File: src/rtl/spi_xfer_engine.sv
`timescale 1ns/1ps
module spi_xfer_engine #(
  parameter int DEPTH = 128,
  parameter int CNT_W = 24,
  parameter int DIV_W = 8
) (
  input  logic        clk,
  input  logic        rst_n,
  input  logic [3:0]  reg_addr,
  input  logic        reg_wr,
  input  logic [31:0] reg_wdata,
  input  logic        reg_rd,
  output logic [31:0] reg_rdata,
  output logic        irq,
  output logic        sck,
  output logic        mosi,
  input  logic        miso,
  output logic [3:0]  cs_o
);
  localparam int AW = $clog2(DEPTH);
  localparam int LW = AW + 1;
  localparam logic [LW-1:0] FULL = LW'(DEPTH);
  localparam logic [3:0] W_GCTL = 4'd0, W_XCTL = 4'd1, W_IEN = 4'd2, W_STAT = 4'd3,
                         W_FCTL = 4'd4, W_FSTA = 4'd5, W_DIV = 4'd6, W_BURST = 4'd7,
                         W_TXN = 4'd8, W_TXD = 4'd9, W_RXD = 4'd10;

  logic bus_en, master_q;
  logic cpha_q, cpol_q, spol_q, man_q, lvl_q, disc_q, lsb_q;
  logic [1:0] csi_q;
  logic ie_tc, ie_ovf, st_tc, st_ovf;
  logic [DIV_W-1:0] div_q, dcnt;
  logic [CNT_W-1:0] burst_q, txn_q, bytes_done, sent;

  logic [7:0] tmem [DEPTH];
  logic [7:0] rmem [DEPTH];
  logic [AW-1:0] twp, trp, rwp, rrp;
  logic [LW-1:0] tcnt, rcnt;

  logic run_q, sck_lvl;
  logic [3:0] edge_n;
  logic [7:0] tsh, rsh, rx_next, t_byte;

  logic unused_bits;
  assign unused_bits = ^{reg_wdata[30:24], reg_wdata[14:13], reg_wdata[11:9], reg_wdata[3]};

  wire wr_x   = reg_wr && reg_addr == W_XCTL;
  wire go     = wr_x && reg_wdata[31] && !run_q && bus_en && master_q && burst_q != '0;
  wire tick   = run_q && bus_en && dcnt == div_q;
  wire samp   = tick && (edge_n[0] == cpha_q);
  wire shft   = tick && (cpha_q ? (!edge_n[0] && edge_n != 4'd0) : (edge_n[0] && edge_n != 4'd15));
  wire b_end  = tick && edge_n == 4'd15;
  wire last   = b_end && (bytes_done + 1'b1 == burst_q);
  wire load   = go || (b_end && !last);
  wire need_tx = load && ((go ? '0 : sent) < txn_q);
  wire t_pop  = need_tx && tcnt != '0;
  wire t_push = reg_wr && reg_addr == W_TXD && tcnt != FULL;
  wire t_flush = reg_wr && reg_addr == W_FCTL && reg_wdata[31];
  wire r_try  = b_end && !disc_q;
  wire r_push = r_try && rcnt != FULL;
  wire ovf_set = r_try && rcnt == FULL;
  wire r_pop  = reg_rd && reg_addr == W_RXD && rcnt != '0;
  wire r_flush = reg_wr && reg_addr == W_FCTL && reg_wdata[15];
  wire w_stat = reg_wr && reg_addr == W_STAT;

  assign t_byte  = t_pop ? tmem[trp] : 8'h00;
  assign rx_next = samp ? (lsb_q ? {miso, rsh[7:1]} : {rsh[6:0], miso}) : rsh;
  assign mosi    = lsb_q ? tsh[0] : tsh[7];
  assign sck     = cpol_q ^ (run_q & bus_en & sck_lvl);
  assign irq     = (st_tc & ie_tc) | (st_ovf & ie_ovf);

  always_comb begin
    cs_o = {4{spol_q}};
    cs_o[csi_q] = man_q ? lvl_q : (spol_q ^ run_q);
  end

  always_ff @(posedge clk or negedge rst_n) begin
    if (!rst_n) begin
      bus_en <= 1'b0; master_q <= 1'b0;
      cpha_q <= 1'b0; cpol_q <= 1'b0; spol_q <= 1'b0; man_q <= 1'b0;
      lvl_q <= 1'b0; disc_q <= 1'b0; lsb_q <= 1'b0; csi_q <= 2'd0;
      ie_tc <= 1'b0; ie_ovf <= 1'b0;
      div_q <= '0; burst_q <= '0; txn_q <= '0;
    end else if (reg_wr) begin
      case (reg_addr)
        W_GCTL: begin bus_en <= reg_wdata[0]; master_q <= reg_wdata[1]; end
        W_XCTL: begin
          cpha_q <= reg_wdata[0]; cpol_q <= reg_wdata[1]; spol_q <= reg_wdata[2];
          csi_q <= reg_wdata[5:4]; man_q <= reg_wdata[6]; lvl_q <= reg_wdata[7];
          disc_q <= reg_wdata[8]; lsb_q <= reg_wdata[12];
        end
        W_IEN:   begin ie_tc <= reg_wdata[12]; ie_ovf <= reg_wdata[8]; end
        W_DIV:   div_q <= reg_wdata[DIV_W-1:0];
        W_BURST: burst_q <= reg_wdata[CNT_W-1:0];
        W_TXN:   txn_q <= reg_wdata[CNT_W-1:0];
        default: ;
      endcase
    end
  end

  always_ff @(posedge clk or negedge rst_n) begin
    if (!rst_n) begin
      st_tc <= 1'b0; st_ovf <= 1'b0;
    end else begin
      if (last) st_tc <= 1'b1;
      else if (w_stat && reg_wdata[12]) st_tc <= 1'b0;
      if (ovf_set) st_ovf <= 1'b1;
      else if (w_stat && reg_wdata[8]) st_ovf <= 1'b0;
    end
  end

  always_ff @(posedge clk) begin
    if (t_push) tmem[twp] <= reg_wdata[7:0];
    if (r_push) rmem[rwp] <= rx_next;
  end

  always_ff @(posedge clk or negedge rst_n) begin
    if (!rst_n) begin
      twp <= '0; trp <= '0; tcnt <= '0;
      rwp <= '0; rrp <= '0; rcnt <= '0;
    end else begin
      if (t_flush) begin
        twp <= '0; trp <= '0; tcnt <= '0;
      end else begin
        if (t_push) twp <= twp + 1'b1;
        if (t_pop)  trp <= trp + 1'b1;
        tcnt <= tcnt + LW'(t_push) - LW'(t_pop);
      end
      if (r_flush) begin
        rwp <= '0; rrp <= '0; rcnt <= '0;
      end else begin
        if (r_push) rwp <= rwp + 1'b1;
        if (r_pop)  rrp <= rrp + 1'b1;
        rcnt <= rcnt + LW'(r_push) - LW'(r_pop);
      end
    end
  end

  always_ff @(posedge clk or negedge rst_n) begin
    if (!rst_n) begin
      run_q <= 1'b0; sck_lvl <= 1'b0; dcnt <= '0; edge_n <= 4'd0;
      tsh <= 8'h00; rsh <= 8'h00; bytes_done <= '0; sent <= '0;
    end else if (go) begin
      run_q <= 1'b1; sck_lvl <= 1'b0; dcnt <= '0; edge_n <= 4'd0;
      tsh <= t_byte; rsh <= 8'h00; bytes_done <= '0;
      sent <= need_tx ? CNT_W'(1) : '0;
    end else if (run_q && bus_en) begin
      if (tick) begin
        dcnt <= '0;
        sck_lvl <= ~sck_lvl;
        edge_n <= edge_n + 4'd1;
        rsh <= rx_next;
        if (shft) tsh <= lsb_q ? (tsh >> 1) : (tsh << 1);
        if (b_end) begin
          bytes_done <= bytes_done + 1'b1;
          if (last) run_q <= 1'b0;
          else begin
            tsh <= t_byte;
            sent <= sent + CNT_W'(need_tx);
          end
        end
      end else begin
        dcnt <= dcnt + 1'b1;
      end
    end
  end

  always_comb begin
    reg_rdata = 32'h0;
    case (reg_addr)
      W_GCTL: reg_rdata[1:0] = {master_q, bus_en};
      W_XCTL: begin
        reg_rdata[0] = cpha_q; reg_rdata[1] = cpol_q; reg_rdata[2] = spol_q;
        reg_rdata[5:4] = csi_q; reg_rdata[6] = man_q; reg_rdata[7] = lvl_q;
        reg_rdata[8] = disc_q; reg_rdata[12] = lsb_q; reg_rdata[31] = run_q;
      end
      W_IEN:  begin reg_rdata[12] = ie_tc; reg_rdata[8] = ie_ovf; end
      W_STAT: begin reg_rdata[12] = st_tc; reg_rdata[8] = st_ovf; end
      W_FSTA: begin reg_rdata[LW-1:0] = rcnt; reg_rdata[16 +: LW] = tcnt; end
      W_DIV:   reg_rdata = 32'(div_q);
      W_BURST: reg_rdata = 32'(burst_q);
      W_TXN:   reg_rdata = 32'(txn_q);
      W_RXD:   reg_rdata[7:0] = (rcnt != '0) ? rmem[rrp] : 8'h00;
      default: ;
    endcase
  end

  assert_sck_idle_R13: assert property (@(posedge clk) disable iff (!rst_n)
    !bus_en |-> sck == cpol_q);
  assert_done_flag_R2: assert property (@(posedge clk) disable iff (!rst_n)
    $fell(run_q) |-> st_tc);
  assert_fifo_bound_R8: assert property (@(posedge clk) disable iff (!rst_n)
    tcnt <= FULL && rcnt <= FULL);
  assert_no_store_R6: assert property (@(posedge clk) disable iff (!rst_n)
    (run_q && disc_q && $past(run_q && disc_q)) |-> rcnt <= $past(rcnt));
  assert_overflow_flag_R7: assert property (@(posedge clk) disable iff (!rst_n)
    ovf_set |=> st_ovf);
  assert_one_select_R11: assert property (@(posedge clk) disable iff (!rst_n)
    $onehot0(cs_o ^ {4{spol_q}}));
  assert_zero_fill_R5: assert property (@(posedge clk) disable iff (!rst_n)
    (b_end && !last && sent >= txn_q) |=> tsh == 8'h00);
endmodule

File: config.mk
export PLATFORM = sky130hd
export DESIGN_NAME = spi_xfer_engine
export DESIGN_NICKNAME = d
export VERILOG_FILES = /design/src/rtl/spi_xfer_engine.sv
export SDC_FILE = /design/constraint.sdc
export NUM_CORES = 2
export LEC_CHECK = 0
export CORE_MARGIN = 4
export CORE_UTILIZATION = 50
export CTS_CLUSTER_DIAMETER = 150
export DETAILED_ROUTE_END_ITERATION = 10
export HOLD_SLACK_MARGIN = 0.03
export PLACE_DENSITY = 0.66
export SETUP_SLACK_MARGIN = 0.3
export SKIP_LAST_GASP = 1
export SLEW_MARGIN = 10
export SYNTH_ARGS = -nofsm -noshare
export SYNTH_HDL_FRONTEND = slang
export SYNTH_SLANG_ARGS = --single-unit
File: constraint.sdc
create_clock -name clk -period 11.55 [get_ports clk]
set_input_delay 1.7325 -clock clk [delete_from_list [all_inputs] [get_ports clk]]
set_output_delay 1.7325 -clock clk [all_outputs]
set_load 0.005 [all_outputs]
==> flow_metrics.py <==
metrics = {
    "yosys": {
        "ys.flop_type": "edfxtp_1",
        "synthArstFlopShare": 0.08612,
        "synth.distinct_cells": 80,
        "yosys.area.top_type": "edfxtp_1",
        "seq_area_frac_synth": 0.7274,
        "synth_area_leaders": "edfxtp_1 (67%), mux4_2 (16%), dfrtp_1 (5.3%)",
        "synth_edf_count": 2048,
        "synth_top_area_frac": 0.6744,
        "synth-seq-cells": 2241,
        "ys_warn_count": 0,
        "avgSynthCellArea_um2": 19.70,
        "synth_area_um2": 91190,
        "syn_inst": 4630,
    },
    "floorplan": {
        "die_area_um2": 189300,
        "coreArea_um2": 181100,
        "rows": 156,
        "io_pins": 80,
        "die_x_um": 435.1,
        "initial_core_util": 0.5034,
        "die_y_um": 435.1,
    },
    "cts": {
        "cts_buffers": 213,
        "cts_max_path_buffers": 3,
        "clk_latency_ns": 0.84,
        "cts.sinks": 2241,
        "path_clk_slew_ns": 0.06,
        "h-tree-depth": 4,
        "cts_hold_buf": 0,
        "cts_setup_buffers": 0,
        "cts_tree": "yes",
        "post_cts_resized": 0,
        "cts_root_buf": "clkbuf_16",
    },
    "timing": {
        "finalMaxSlewViolations": 0,
        "finalHoldViolations": 0,
        "setup-tns-final_ns": 0,
        "fmax_mhz": 134.0,
        "worst_slack_ns": 4.085,
        "worst_pin_slew_ns": 1.191,
        "setup_viol": 0,
        "finalCriticalPeriod_ns": 7.465,
        "maxSlewHeadroom": 0.2033,
        "period_share": 0.6463,
        "rsz0062_at_grt": "false",
        "fin_skew_ns": 0.04968,
    },
    "critical_path": {
        "max_stage_delay_ns": 0.71,
        "setup.worst_path.start_class": "input pin",
        "criticalPathCategory": "input pin to register",
        "critPathMaxFanout": 29,
        "worstPathRequired_ns": 12.21,
        "cp.arrival_ns": 8.12,
        "worst_path_most_repeated_cell": "nor2_1",
        "crit_path_end_kind": "register",
        "slowest_stage": "clkdlybuf4s50_1",
    },
    "detailed_routing": {
        "wirelength_um": 205900,
        "dr.first_iter.drc_count": 4976,
        "drcViolationCount": 0,
        "wl_per_cell_um": 28.30,
        "vias_per_cell": 6.183,
        "dr.pass1.iters": 8,
        "ant_nets": 0,
        "vias": 44987,
    },
    "global_route": {
        "overflow": 0,
        "grt_max_degree": 122,
        "antenna_found_initial": 2,
        "grt_pass1_wl_um": 308500,
        "first_global_vias": 45138,
        "grt_usage": 0.2178,
    },
    "min_path": {
        "hold_path_class": "register to register",
    },
    "finish": {
        "fin_util": 0.5593,
        "finalNetCount": 4818,
        "syn_to_final_growth_pct": 11.09,
        "drive_gt1_frac": 0.2353,
        "final.fill_count": 13490,
    },
    "power": {
        "fin_total_pwr_mw": 19.39,
        "peakVddDrop_v": 0.0001830,
        "powerDensity_nw_per_um2": 191.4,
        "power.leakage_nw": 31.54,
    },
    "place": {
        "port_buffers": 65,
        "pre_cts_ws_ns": 3.228,
        "dp_hpwl_um": 124900,
        "gp_congestion": 0.8807,
    },
    "run_status": {
        "outcome": "finished clean",
    },
    "job": {
        "max-cap-violations": 0,
    },
}
[power by group]
group	internal, mW	switching (mW)
Sequential	8.94	0.334
Combinational	1.58	1.68
Clock	3.89	2.97
[stage by stage]
step	cell area [µm²]	std cells	hold slack [ns]
finish	101300	7276	0.5018
global route	101300	7275	0.5265
CTS	101300	7274	0.5020
detailed placement	94430	6873	0.4899
global placement	94430	6873	0.4900
floorplan	91210	4636	0.4610
[registers in the layout, indices dropped and copies added, names as in the netlist, 8 cells and up]
register / flops
dcnt: 8
tmem: 1024
rcnt: 8
bytes_done: 24
burst_q: 24
rmem: 1024
tsh: 8
sent: 24
rsh: 8
txn_q: 24
tcnt: 8
div_q: 8
[cell type report]
class	instances	area, µm²	area share
diodes	2	5.005	0.00004940
clock buffers	290	5823	0.05748
clock inverters	111	1045	0.01031
inverters	59	221.5	0.002186
multi-input cells	2072	23710	0.2340
flip-flops and latches	2241	66360	0.6550
well taps	2370	2965	0.02927
repair buffers	131	1181	0.01166
[cell usage after synthesis (all sizes together), types with 14 or more instances]
| cell | number |
|---|---|
| nor3 | 23 |
| buf | 93 |
| nand3 | 66 |
| mux4 | 644 |
| and3 | 24 |
| and4 | 14 |
| ha | 57 |
| o21ai | 84 |
| nand4 | 43 |
| xnor2 | 43 |
| dfrtp | 193 |
| a22o | 17 |
| xor2 | 25 |
| o22ai | 15 |
| clkbuf | 171 |
| inv | 58 |
| mux2i | 55 |
| nor2b | 41 |
| nand2 | 126 |
| a21oi | 64 |
| mux2 | 102 |
| and2 | 39 |
| a21o | 15 |
| nor4 | 15 |
| nor2 | 379 |
| nor3b | 16 |
| edfxtp | 2048 |
[critical path: cells and delay by family]
kind            cells  cell delay (ns)
simple gates       11             1.95
xor+xnor            1             0.17
compound gates      7             1.68
buf+inv             5             1.50
fa+ha+maj           4             1.05
[layout by cell type (no fill, tap or decap), drive strengths merged, types with 9 or more instances in the layout]
| cell | count |
|---|---|
| ha | 57 |
| nand4 | 43 |
| clkinv | 86 |
| mux2 | 102 |
| and3 | 24 |
| clkbuf | 290 |
| bufinv | 16 |
| mux4 | 644 |
| and2 | 39 |
| nor3 | 23 |
| nand2 | 126 |
| or3 | 9 |
| o21ai | 84 |
| o22ai | 15 |
| inv | 64 |
| a21oi | 64 |
| clkdlybuf4s50 | 56 |
| dfrtp | 193 |
| a22o | 17 |
| nor4 | 15 |
| xnor2 | 43 |
| nand2b | 11 |
| a211oi | 12 |
| a22oi | 11 |
| nor2b | 41 |
| and4 | 14 |
| mux2i | 55 |
| xor2 | 25 |
| nor2 | 379 |
| nand3 | 66 |
| nor3b | 16 |
| a21o | 15 |
| nand3b | 10 |
| edfxtp | 2048 |
| a221o | 9 |
| buf | 75 |
| o211ai | 9 |
| o31ai | 13 |
[kinds of logic after synthesis]
logic type | after synthesis | share of synthesized area
DFF | 2241 | 0.7274
and+or+nand+nor | 834 | 0.04380
muxes | 801 | 0.1777
buffers and inverters | 323 | 0.01417
AOI/OAI and AO/OA | 302 | 0.02189
xor gates and xnor gates | 69 | 0.006778
adders and majority gates | 59 | 0.008260
other | 1 | 0.00004112
[routing by layer]
layer  track usage  share of wire  up-vias
met3       0.03413          0.068      285
met2        0.3467           0.49     1754
met5      0.001512        0.00017        -
met4       0.05224          0.022        2
met1        0.3214           0.42    23850
li1              -              -    19096
[worst paths after layout]
kind	from	to	slack, ns	cells past startpoint
setup / recovery	reg_addr[0]	tcnt[6]	4.08	28
hold / removal	sck_lvl	sck_lvl	0.50	1
setup reg to reg	bytes_done[0]	tcnt[6]	5.64	21
hold reg to reg	sck_lvl	sck_lvl	0.50	1
max in group asynchronous	rst_n	rrp[1]	9.24	2
min in group asynchronous	rst_n	sent[14]	0.89	1
(Power assumes the default switching activity.)
